$ cat config.mk
export PLATFORM = sky130hd
export DESIGN_NAME = pic_cmd_decoder
export DESIGN_NICKNAME = d
export VERILOG_FILES = /design/src/rtl/pic_cmd_pkg.sv /design/src/rtl/pic_prio_find.sv /design/src/rtl/pic_init_seq.sv /design/src/rtl/pic_ocw_dec.sv /design/src/rtl/pic_cmd_decoder.sv
export SDC_FILE = /design/constraint.sdc
export NUM_CORES = 1
export LEC_CHECK = 0
export ABC_AREA = 1
export CAP_MARGIN = 15
export CORE_MARGIN = 2
export CORE_UTILIZATION = 52
export DETAILED_ROUTE_END_ITERATION = 10
export PLACE_DENSITY = 0.82
export SYNTH_ARGS = -nofsm -noshare
export SYNTH_HDL_FRONTEND = slang
export SYNTH_SLANG_ARGS = --single-unit
$ cat constraint.sdc
create_clock -name clk_i -period 4.7 [get_ports clk_i]
set_input_delay 0.94 -clock clk_i [delete_from_list [all_inputs] [get_ports clk_i]]
set_output_delay 0.94 -clock clk_i [all_outputs]
set_load 0.01 [all_outputs]
$ cat src/rtl/pic_cmd_pkg.sv
package pic_cmd_pkg;
  localparam int DATA_W = 8;

  typedef enum logic [1:0] {
    ST_RUN  = 2'd0,
    ST_VEC  = 2'd1,
    ST_CAS  = 2'd2,
    ST_MODE = 2'd3
  } init_st_e;

  typedef enum logic [2:0] {
    OP_RAEOI_CLR  = 3'd0,
    OP_NS_EOI     = 3'd1,
    OP_NOP        = 3'd2,
    OP_SP_EOI     = 3'd3,
    OP_RAEOI_SET  = 3'd4,
    OP_ROT_NS_EOI = 3'd5,
    OP_SET_BASE   = 3'd6,
    OP_ROT_SP_EOI = 3'd7
  } ocw_op_e;

  typedef struct packed {
    logic init;
    logic mode;
    logic ocw;
    logic port1;
  } wr_dec_t;
endpackage

$ cat src/rtl/pic_prio_find.sv
module pic_prio_find #(
  parameter int N = 8
) (
  input  logic [N-1:0]         vec_i,
  input  logic [$clog2(N)-1:0] base_i,
  output logic                 found_o,
  output logic [$clog2(N)-1:0] idx_o,
  output logic [$clog2(N):0]   rank_o
);
  localparam int IW = $clog2(N);

  logic [N-1:0]  rot;
  logic [IW-1:0] rot_pos [N];

  for (genvar g = 0; g < N; g++) begin : g_rot
    logic [IW:0] sum;
    assign sum        = (IW+1)'(g) + {1'b0, base_i};
    assign rot_pos[g] = (sum >= (IW+1)'(N)) ? IW'(sum - (IW+1)'(N)) : IW'(sum);
    assign rot[g]     = vec_i[rot_pos[g]];
  end

  always_comb begin
    found_o = |rot;
    rank_o  = (IW+1)'(N);
    idx_o   = '0;
    for (int k = N - 1; k >= 0; k--) begin
      if (rot[k]) begin
        rank_o = (IW+1)'(k);
        idx_o  = rot_pos[k];
      end
    end
  end
endmodule

$ cat src/rtl/pic_init_seq.sv
module pic_init_seq
  import pic_cmd_pkg::*;
(
  input  logic              clk_i,
  input  logic              rst_ni,
  input  logic              init_w_i,
  input  logic              port1_w_i,
  input  logic [DATA_W-1:0] wdata_i,
  output logic              mask_we_o,
  output logic [DATA_W-1:0] vec_base_o,
  output logic              auto_eoi_o,
  output logic              sfnm_o
);
  init_st_e          st_q;
  logic              mode_follows_q;
  logic [DATA_W-1:0] vec_q;
  logic              aeoi_q, sfnm_q;

  assign mask_we_o  = port1_w_i && (st_q == ST_RUN);
  assign vec_base_o = vec_q;
  assign auto_eoi_o = aeoi_q;
  assign sfnm_o     = sfnm_q;

  always_ff @(posedge clk_i or negedge rst_ni) begin
    if (!rst_ni) begin
      st_q           <= ST_RUN;
      mode_follows_q <= 1'b0;
      vec_q          <= '0;
      aeoi_q         <= 1'b0;
      sfnm_q         <= 1'b0;
    end else if (init_w_i) begin
      mode_follows_q <= wdata_i[0];
      if (!wdata_i[0]) begin
        aeoi_q <= 1'b0;
        sfnm_q <= 1'b0;
      end
      st_q <= ST_VEC;
    end else if (port1_w_i) begin
      unique case (st_q)
        ST_VEC: begin
          vec_q <= wdata_i & 8'hF8;
          st_q  <= ST_CAS;
        end
        ST_CAS:  st_q <= mode_follows_q ? ST_MODE : ST_RUN;
        ST_MODE: begin
          sfnm_q <= wdata_i[4];
          aeoi_q <= wdata_i[1];
          st_q   <= ST_RUN;
        end
        default: ;
      endcase
    end
  end

  assert_vec_then_cas_R4: assert property (@(posedge clk_i) disable iff (!rst_ni)
    (st_q == ST_VEC && port1_w_i && !init_w_i) |=> (st_q == ST_CAS));

  assert_mode_word_R5: assert property (@(posedge clk_i) disable iff (!rst_ni)
    (st_q == ST_MODE && port1_w_i && !init_w_i) |=>
      (st_q == ST_RUN && sfnm_q == $past(wdata_i[4]) && aeoi_q == $past(wdata_i[1])));

  assert_no_flag_clear_R3: assert property (@(posedge clk_i) disable iff (!rst_ni)
    (init_w_i && !wdata_i[0]) |=> (!aeoi_q && !sfnm_q));
endmodule

$ cat src/rtl/pic_ocw_dec.sv
module pic_ocw_dec
  import pic_cmd_pkg::*;
#(
  parameter int NUM_IRQ = 8,
  localparam int IW = $clog2(NUM_IRQ)
) (
  input  logic               clk_i,
  input  logic               rst_ni,
  input  logic               init_w_i,
  input  logic               mode_w_i,
  input  logic               ocw_w_i,
  input  logic               mask_we_i,
  input  logic               rd_i,
  input  logic [DATA_W-1:0]  wdata_i,
  input  logic               top_found_i,
  input  logic [IW-1:0]      top_idx_i,
  input  logic               poll_found_i,
  input  logic [IW-1:0]      poll_idx_i,
  output logic [NUM_IRQ-1:0] mask_o,
  output logic [IW-1:0]      rot_base_o,
  output logic               rot_aeoi_o,
  output logic               smask_o,
  output logic               rsel_o,
  output logic               poll_o,
  output logic [NUM_IRQ-1:0] isr_clr_o,
  output logic [NUM_IRQ-1:0] irr_clr_o
);
  logic [NUM_IRQ-1:0] mask_q, isr_clr_q, irr_clr_q, isr_clr_d, irr_clr_d;
  logic [IW-1:0]      rot_q, rot_nxt, eoi_idx, low;
  logic               raeoi_q, smask_q, rsel_q, poll_q;
  logic               eoi_hit, rot_we, poll_take;
  ocw_op_e            op;

  assign op  = ocw_op_e'(wdata_i[7:5]);
  assign low = wdata_i[IW-1:0];
  assign poll_take = rd_i && poll_q;

  always_comb begin
    eoi_hit = 1'b0;
    eoi_idx = '0;
    rot_we  = 1'b0;
    rot_nxt = '0;
    if (ocw_w_i) begin
      unique case (op)
        OP_NS_EOI: begin
          eoi_hit = top_found_i;
          eoi_idx = top_idx_i;
        end
        OP_ROT_NS_EOI: begin
          eoi_hit = top_found_i;
          eoi_idx = top_idx_i;
          rot_we  = top_found_i;
          rot_nxt = top_idx_i + 1'b1;
        end
        OP_SP_EOI: begin
          eoi_hit = 1'b1;
          eoi_idx = low;
        end
        OP_ROT_SP_EOI: begin
          eoi_hit = 1'b1;
          eoi_idx = low;
          rot_we  = 1'b1;
          rot_nxt = low + 1'b1;
        end
        OP_SET_BASE: begin
          rot_we  = 1'b1;
          rot_nxt = low + 1'b1;
        end
        default: ;
      endcase
    end
    isr_clr_d = '0;
    irr_clr_d = '0;
    if (eoi_hit) isr_clr_d[eoi_idx] = 1'b1;
    if (poll_take && poll_found_i) begin
      isr_clr_d[poll_idx_i] = 1'b1;
      irr_clr_d[poll_idx_i] = 1'b1;
    end
  end

  always_ff @(posedge clk_i or negedge rst_ni) begin
    if (!rst_ni) begin
      mask_q    <= '0;
      rot_q     <= '0;
      raeoi_q   <= 1'b0;
      smask_q   <= 1'b0;
      rsel_q    <= 1'b0;
      poll_q    <= 1'b0;
      isr_clr_q <= '0;
      irr_clr_q <= '0;
    end else begin
      isr_clr_q <= isr_clr_d;
      irr_clr_q <= irr_clr_d;
      if (poll_take) poll_q <= 1'b0;
      if (init_w_i) begin
        mask_q  <= '0;
        rot_q   <= '0;
        smask_q <= 1'b0;
        rsel_q  <= 1'b0;
      end
      if (mode_w_i) begin
        if (wdata_i[2]) poll_q  <= 1'b1;
        if (wdata_i[1]) rsel_q  <= wdata_i[0];
        if (wdata_i[6]) smask_q <= wdata_i[5];
      end
      if (rot_we) rot_q <= rot_nxt;
      if (ocw_w_i && op == OP_RAEOI_CLR) raeoi_q <= 1'b0;
      if (ocw_w_i && op == OP_RAEOI_SET) raeoi_q <= 1'b1;
      if (mask_we_i) mask_q <= wdata_i[NUM_IRQ-1:0];
    end
  end

  assign mask_o     = mask_q;
  assign rot_base_o = rot_q;
  assign rot_aeoi_o = raeoi_q;
  assign smask_o    = smask_q;
  assign rsel_o     = rsel_q;
  assign poll_o     = poll_q;
  assign isr_clr_o  = isr_clr_q;
  assign irr_clr_o  = irr_clr_q;

  assert_clr_onehot_R8: assert property (@(posedge clk_i) disable iff (!rst_ni)
    $onehot0(isr_clr_q));

  assert_poll_disarm_R12: assert property (@(posedge clk_i) disable iff (!rst_ni)
    (rd_i && poll_q && !mode_w_i) |=> !poll_q);

  assert_irr_clr_src_R12: assert property (@(posedge clk_i) disable iff (!rst_ni)
    (irr_clr_q != '0) |-> $past(rd_i && poll_q));

  assert_smask_hold_R6: assert property (@(posedge clk_i) disable iff (!rst_ni)
    (!init_w_i && !mode_w_i) |=> $stable(smask_q));
endmodule

$ cat src/rtl/pic_cmd_decoder.sv
module pic_cmd_decoder
  import pic_cmd_pkg::*;
#(
  parameter int NUM_IRQ = 8,
  localparam int IW = $clog2(NUM_IRQ)
) (
  input  logic               clk_i,
  input  logic               rst_ni,
  input  logic               addr_i,
  input  logic               wr_i,
  input  logic               rd_i,
  input  logic [DATA_W-1:0]  wdata_i,
  input  logic [NUM_IRQ-1:0] irr_i,
  input  logic [NUM_IRQ-1:0] isr_i,
  output logic [DATA_W-1:0]  rdata_o,
  output logic [NUM_IRQ-1:0] mask_o,
  output logic [DATA_W-1:0]  vec_base_o,
  output logic [IW-1:0]      rot_base_o,
  output logic               auto_eoi_o,
  output logic               rot_aeoi_o,
  output logic               sfnm_o,
  output logic               smask_o,
  output logic [NUM_IRQ-1:0] isr_clr_o,
  output logic [NUM_IRQ-1:0] irr_clr_o
);
  wr_dec_t wd;
  logic    mask_we, rsel, poll_armed;
  logic    req_found, top_found, poll_found;
  logic [IW-1:0] req_idx, top_idx;
  logic [IW:0]   req_rank, top_rank;

  assign wd.init  = wr_i && !addr_i && wdata_i[4];
  assign wd.mode  = wr_i && !addr_i && !wdata_i[4] && wdata_i[3];
  assign wd.ocw   = wr_i && !addr_i && !wdata_i[4] && !wdata_i[3];
  assign wd.port1 = wr_i && addr_i;

  pic_init_seq u_init (
    .clk_i      (clk_i),
    .rst_ni     (rst_ni),
    .init_w_i   (wd.init),
    .port1_w_i  (wd.port1),
    .wdata_i    (wdata_i),
    .mask_we_o  (mask_we),
    .vec_base_o (vec_base_o),
    .auto_eoi_o (auto_eoi_o),
    .sfnm_o     (sfnm_o)
  );

  pic_prio_find #(.N(NUM_IRQ)) u_req_prio (
    .vec_i   (irr_i & ~mask_o),
    .base_i  (rot_base_o),
    .found_o (req_found),
    .idx_o   (req_idx),
    .rank_o  (req_rank)
  );

  pic_prio_find #(.N(NUM_IRQ)) u_isr_prio (
    .vec_i   (isr_i),
    .base_i  (rot_base_o),
    .found_o (top_found),
    .idx_o   (top_idx),
    .rank_o  (top_rank)
  );

  assign poll_found = req_found && (req_rank < top_rank);

  pic_ocw_dec #(.NUM_IRQ(NUM_IRQ)) u_ocw (
    .clk_i        (clk_i),
    .rst_ni       (rst_ni),
    .init_w_i     (wd.init),
    .mode_w_i     (wd.mode),
    .ocw_w_i      (wd.ocw),
    .mask_we_i    (mask_we),
    .rd_i         (rd_i),
    .wdata_i      (wdata_i),
    .top_found_i  (top_found),
    .top_idx_i    (top_idx),
    .poll_found_i (poll_found),
    .poll_idx_i   (req_idx),
    .mask_o       (mask_o),
    .rot_base_o   (rot_base_o),
    .rot_aeoi_o   (rot_aeoi_o),
    .smask_o      (smask_o),
    .rsel_o       (rsel),
    .poll_o       (poll_armed),
    .isr_clr_o    (isr_clr_o),
    .irr_clr_o    (irr_clr_o)
  );

  always_comb begin
    if (poll_armed)
      rdata_o = poll_found ? DATA_W'(req_idx) : DATA_W'(NUM_IRQ - 1);
    else if (addr_i)
      rdata_o = DATA_W'(mask_o);
    else
      rdata_o = rsel ? DATA_W'(isr_i) : DATA_W'(irr_i);
  end

  assert_init_clears_R2: assert property (@(posedge clk_i) disable iff (!rst_ni)
    wd.init |=> (mask_o == '0 && rot_base_o == '0 && !smask_o));

  assert_eoi_empty_R8: assert property (@(posedge clk_i) disable iff (!rst_ni)
    (wd.ocw && wdata_i[7:5] == 3'd1 && isr_i == '0) |=> (isr_clr_o == '0));

  assert_nop_cmd_R10: assert property (@(posedge clk_i) disable iff (!rst_ni)
    (wd.ocw && wdata_i[7:5] == 3'd2) |=> (isr_clr_o == '0 && $stable(rot_base_o)));
endmodule

==> flow_metrics.py, run 1 <==
metrics = {
    "clocking": {
        "clockBufferDepth": 2,
        "cts_buffers": 5,
        "cts_max_level": 2,
        "clkLatencyLatePin_ps": 300,
        "postCtsSetupBuffers": 0,
        "cts.sinks": 41,
        "path_clk_slew_ps": 70,
        "cts_tree": "yes",
        "cts_root_buffer": "clkbuf_8",
    },
    "power": {
        "ir_drop_uv": 313,
        "p_total_mw": 2.18,
        "power.density_nw_per_um2": 499,
        "leakage_nw": 2.15,
    },
    "setup_path": {
        "crit_type": "input port to output port",
        "cpPeakStageDelay_ps": 470,
        "cp_max_fo": 3,
        "arrival_ps": 3400,
        "cp.required_ps": 3760,
        "crit_chain": "clkdlybuf4s50_1 > nand3_2 > nand2_1 > o21a_1 > nand2_1 > nand2_1 > inv_1 > nand2_1 > nor3_2 > inv_1 > a21oi_1 > ha_1 > nand2_1 > inv_1 > nand2_2 > nand3_2 > o21ai_1 > inv_1 > dlymetal6s2s_1",
        "cp_slowest_cell": "clkdlybuf4s50_1",
        "start_kind": "input port",
        "cpMostUsedCell": "nand2_1",
        "end_kind": "output port",
    },
    "die": {
        "rows": 29,
        "core_area_um2": 6350,
        "die_x_um": 85.1,
        "die_area_um2": 7250,
        "ios": 76,
        "fp.dieH_um": 85.1,
        "initial_utilization": 0.539,
    },
    "yosys": {
        "synth_area_per_cell_um2": 6.68,
        "yosys_warnings": 0,
        "synth_top_area_share": 0.300,
        "synth-edff-count": 0,
        "netlist_top_cells_area": "dfrtp_1 (30%), nand2_1 (15%), nand3_1 (12%), inv_1 (6.1%), o21ai_0 (5.0%)",
        "synth_flop_cell": "dfrtp_1",
        "synth_cell_types": 33,
        "netlist_instances": 512,
        "synthArstFlopShare": 1.00,
        "netlist_area_um2": 3420,
        "synth-seq-cells": 41,
        "yosysTopAreaCell": "dfrtp_1",
        "yosysSeqAreaShare": 0.300,
    },
    "global_route": {
        "grt_max_degree": 42,
        "grt_pass1_vias": 3493,
        "grt_use_total": 0.294,
        "antenna_found_initial": 0,
        "overflow": 0,
        "grt_pass1_wl_mm": 17.1,
    },
    "run_status": {
        "outcome": "finished, final reports clean",
    },
    "route": {
        "drc": 0,
        "first_pass_iters": 5,
        "final_antenna_net_count": 0,
        "drt-total-wl_mm": 10.4,
        "via_per_inst": 5.60,
        "wl_per_cell_um": 15.7,
        "drt-initial-drc-count": 220,
        "vias": 3725,
    },
    "sta": {
        "hold_viol_final": 0,
        "rsz0062_at_grt": "false",
        "finalCriticalPeriod_ps": 4340,
        "slew_headroom": 0.394,
        "post-route-period-util": 0.923,
        "clock_skew_ps": 10.1,
        "report.final.slew_viol_count": 0,
        "max_freq_ghz": 0.231,
        "worstMarginPinSlew_ps": 909,
        "setup_viol": 0,
    },
    "placement": {
        "routabilityCongestion": 0.933,
        "dp_hpwl_mm": 8.22,
        "io_buffers": 72,
    },
    "cells_and_area": {
        "area_delta_synth_final_pct": 27.8,
        "layout.nets": 623,
        "multi_input_area_um2": 2050,
        "antenna_cells": 0,
        "n_fill_cell": 568,
        "drive_gt1_frac": 0.136,
        "final_util": 0.688,
        "seqCellArea_um2": 1030,
    },
    "worst_hold_path": {
        "hold_path_class": "flip-flop to flip-flop",
    },
    "job": {
        "maxCapViolations": 0,
    },
}
[placed cells by master, fill, tap and decap left out, types with 3 or more instances in the layout]
master / n
nand2_1: 134
nand3_1: 76
clkdlybuf4s50_1: 67
inv_1: 56
dfrtp_1: 41
nor2_1: 32
o21ai_0: 31
a21oi_1: 25
buf_4: 14
nand3_2: 13
inv_2: 12
o22ai_1: 12
nor2_2: 7
o21ai_2: 6
o21ai_1: 6
mux2_2: 6
ha_1: 6
nand2_2: 5
clkbuf_8: 5
a31oi_1: 4
dlymetal6s2s_1: 4
xor2_4: 3
nor3_1: 3
mux2i_1: 3
conb_1: 3
[through the flow]
| stage | setup slack (ps) | hold WS [ps] | cell area [um^2] | instances | TNS (ps) |
|---|---|---|---|---|---|
| after floorplan | 737 | 504 | 3430 | 514 | 0 |
| after global placement | 141 | 467 | 4210 | 658 | 0 |
| after detailed placement | -44.5 | 474 | 4210 | 658 | -121 |
| after CTS | -0.607 | 493 | 4320 | 665 | -0.607 |
| after global routing | 119 | 506 | 4370 | 665 | 0 |
| final | 362 | 488 | 4370 | 665 | 0 |
[cell type report]
class,count,share of cell area
clock buffer,5,0.0157
clock inverter,2,0.00801
inverter,70,0.0607
multi-input combinational,384,0.469
sequential,41,0.235
tap,77,0.0220
timing repair buffer,86,0.190
[Yosys cell counts (2+ instances only)]
cell type and n:
nand2_1 134, nand3_1 80, inv_1 56, dfrtp_1 41, nor2_1 36, o21ai_0 34, a21oi_1 26, inv_2 12
o22ai_1 12, nand3_2 9, buf_4 6, ha_1 6, mux2_2 6, buf_6 5, clkbuf_1 5, nand2_2 5
o21ai_1 5, a31oi_1 4, nor3_1 4, o21ai_2 4, buf_2 3, mux2i_1 3, nor2_2 3, xor2_4 3
o31ai_1 2
[registers in the layout, summed over array words and instances, names as in the netlist]
register	cells
u_init.auto_eoi_o	1
u_ocw.poll_o	1
u_ocw.irr_clr_o	8
u_ocw.isr_clr_o	8
u_ocw.rot_aeoi_o	1
u_ocw.smask_o	1
u_init.vec_base_o	5
u_ocw.mask_o	8
u_ocw.rsel_o	1
u_init.mode_follows_q	1
u_init.sfnm_o	1
u_ocw.rot_base_o	3
u_init.st_q	2
[repair_timing]
action	in CTS	in global routing
hold endpoints to repair	0	0
endpoints found under the setup margin	3	3
gates cloned	0	0
hold buffers	0	0
gates resized for setup	2	17
[routing by layer]
metal / global-route usage / routed length (um)
met1: 0.425 / 4870
met2: 0.468 / 4760
met3: 0.0477 / 649
met4: 0.0563 / 133
met5: 0 / 0
[power breakdown]
group	switching, mW	leakage [nW]	total [mW]	internal [mW]
Sequential	0.0365	0.547	0.436	0.399
Combinational	0.940	1.55	1.47	0.530
Clock	0.123	0.0540	0.277	0.154
Total	1.10	2.15	2.18	1.08
[worst paths after layout]
path	from	to	slack, ps	depth (start not counted)
setup / recovery	irr_i[0]	rdata_o[1]	360	19
max in group asynchronous	rst_ni	u_ocw.irr_clr_o[6]	3360	1
min in group asynchronous	rst_ni	u_ocw.smask_o	770	1
hold / removal	u_init.vec_base_o[3]	u_init.vec_base_o[3]	490	2
setup reg to reg	u_ocw.rot_base_o[0]	u_ocw.isr_clr_o[4]	1410	15
hold reg to reg	u_init.vec_base_o[3]	u_init.vec_base_o[3]	490	2
[cell families after synthesis]
family | after synthesis | share of synthesized area
other | 1 | 0.00110
buffers and inverters | 89 | 0.117
adders and majority gates | 6 | 0.0219
muxes | 9 | 0.0285
DFF | 41 | 0.300
and+or+nand+nor | 273 | 0.359
AOI/OAI and AO/OA | 89 | 0.143
xor gates and xnor gates | 4 | 0.0289
[worst max-delay path, delay by kind of cell]
kind,cells,cell delay (ps)
buffers and inverters,6,900
AND/OR/NAND/NOR,9,830
AO/OA/AOI/OAI,3,490
adder cells (fa/ha/maj),1,250
Note: power is estimated with default switching activity, not from simulation.
==> inputs of run 2 (changes only) <==
- ABC_CLOCK_PERIOD_IN_PS: not set -> 5200
- CORE_UTILIZATION: 52 -> 56
- PLACE_DENSITY: 0.82 -> 0.87
- clock period: 4.7 -> 5.2 ns (I/O delays scaled with it)
==> flow_metrics.py, run 2 (same netlist as run 1, synthesis figures left out) <==
metrics = {
    "run_status": {
        "outcome": "finished, final reports clean",
    },
    "setup_path": {
        "arrival_ps": 3920,
        "reg2reg_depth": 16,
        "r2r_slack_ps": 1860,
        "crit_type": "input port to output port",
        "cp_max_fo": 5,
        "end_kind": "output port",
        "crit_end": "rdata_o[1]",
        "startpoint": "irr_i[1]",
        "cp.required_ps": 4160,
        "r2r_end": "u_ocw.isr_clr_o[5]",
        "r2r_start": "u_ocw.rot_base_o[0]",
        "start_kind": "input port",
    },
    "clocking": {
        "clkLatencyLatePin_ps": 300,
        "cts_root_buffer": "clkbuf_8",
        "clockBufferDepth": 2,
        "cts_tree": "yes",
        "postCtsHoldBufs": 0,
        "cts_max_level": 2,
        "path_clk_slew_ps": 70,
        "cts.sinks": 41,
        "cts_buffers": 5,
    },
    "cells_and_area": {
        "layout.nets": 615,
        "layout_common_cells": "nand2_1 (134), nand3_1 (80), clkdlybuf4s50_1 (71)",
        "area_delta_synth_final_pct": 25.1,
        "antenna_cells": 0,
        "n_fill_cell": 485,
        "mostFrequentLayoutCell": "nand2_1",
        "drive_gt1_frac": 0.112,
    },
    "die": {
        "die_x_um": 82.2,
        "core_area_um2": 5920,
        "initial_utilization": 0.578,
        "rows": 28,
        "ios": 76,
        "fp.dieH_um": 82.2,
        "die_area_um2": 6750,
    },
    "sta": {
        "max_freq_ghz": 0.202,
        "hold_viol_final": 0,
        "clock_skew_ps": 10.2,
        "rsz0062_at_grt": "false",
        "tns_ps": 0,
        "post-route-period-util": 0.954,
        "worstMarginPinSlew_ps": 887,
        "finalCriticalPeriod_ps": 4960,
        "holdWs_ps": 494,
        "report.final.slew_viol_count": 0,
        "setup_viol": 0,
        "slew_headroom": 0.409,
    },
    "route": {
        "via_per_inst": 5.73,
        "drc": 0,
        "final_antenna_net_count": 0,
        "drt-total-wl_mm": 10.1,
        "first_pass_iters": 5,
        "drt-initial-drc-count": 265,
        "vias": 3760,
        "wl_per_cell_um": 15.5,
    },
    "placement": {
        "dp_hpwl_mm": 7.95,
        "io_buffers": 72,
        "routabilityCongestion": 0.964,
    },
    "global_route": {
        "overflow": 0,
        "grt_max_degree": 42,
        "grt_pass1_vias": 3422,
        "grt_use_total": 0.313,
        "grt_pass1_wl_mm": 16.1,
        "antenna_found_initial": 0,
    },
    "worst_hold_path": {
        "min-delay-start": "u_init.auto_eoi_o",
        "hold_path_class": "flip-flop to flip-flop",
    },
    "power": {
        "p_int_mw": 0.968,
        "p_seq_frac": 0.202,
        "power.density_nw_per_um2": 454,
        "pwr-share-comb": 0.661,
        "power.switching_mw": 0.974,
        "clock_power_share": 0.137,
        "leakage_nw": 2.06,
        "ir_drop_uv": 296,
        "swShare": 0.502,
    },
    "job": {
        "maxCapViolations": 0,
    },
}
## run 2: cell types whose count changed in the layout (fill, tap and decap cells not counted), moves of 2 or more
cell / before / now
dlymetal6s2s_1: 4 / 0
clkdlybuf4s50_1: 67 / 71
buf_4: 14 / 6
nand3_2: 13 / 9
nand3_1: 76 / 80
o21ai_2: 6 / 4
## run 2: worst min path at each step
stage | end | depth (start not counted)
after floorplan | u_init.mode_follows_q | 2
after global placement | u_init.vec_base_o[4] | 2
after detailed placement | u_init.auto_eoi_o | 2
after CTS | u_init.auto_eoi_o | 2
after global routing | u_init.auto_eoi_o | 2
final | u_init.auto_eoi_o | 2
## run 2: area by class of cell
type	count	area, um^2	area share
tap	75	93.8	0.0219
clock buffer	7	86.3	0.0202
multi-input combinational	384	2020	0.471
sequential	41	1030	0.240
timing repair buffer	78	761	0.178
inverter	70	268	0.0625
clock inverter	1	30.0	0.00701
## run 2: power by group through the flow
stage	clock, mW	sequential, mW	combinational [mW]
2_1_floorplan	0	0.408	0.871
3_3_place_gp	0	0.394	1.19
3_5_place_dp	0	0.397	1.23
4_1_cts	0.268	0.391	1.24
5_1_grt	0.282	0.396	1.42
6_report	0.265	0.392	1.28
## run 2: timing repair
| action | CTS | global route |
|---|---|---|
| pin swaps | 0 | 1 |
| gates resized for setup | 1 | 7 |
| endpoints found under the setup margin | 1 | 3 |
| hold endpoints to repair | 0 | 0 |
| setup buffers | 0 | 1 |
## run 2: per-stage QoR
stage	setup WS, ps	util	cells	power, mW	area, um^2
finish	241	0.723	656	1.94	4280
CTS	87.4	0.720	655	1.90	4260
global route	8.96	0.723	656	2.10	4280
global placement	274	0.699	647	1.59	4140
floorplan	1140	-	514	1.28	3430
detailed placement	90.5	0.699	647	1.63	4140
## run 2: worst max-delay path: stages
cell             delay (ps)
clkdlybuf4s50_1         460
nand3_1                 120
nand2_1                  60
o21a_1                  190
nand2_1                  90
nand2_1                 150
nor2_1                  220
o21ai_0                 120
a31oi_1                 190
ha_1                    260
nand2_1                  70
nand2_1                  60
nand2_2                  90
nand3_1                 120
o21ai_0                 170
inv_1                    50
clkdlybuf4s50_1         470
## run 2: routing by layer
metal | vias to the layer above | global-route usage | share of wire
li1 | 1807 | - | -
met1 | 1738 | 0.433 | 0.43
met2 | 192 | 0.505 | 0.47
met3 | 23 | 0.0609 | 0.086
met4 | 0 | 0.0800 | 0.018
met5 | - | 0 | 0
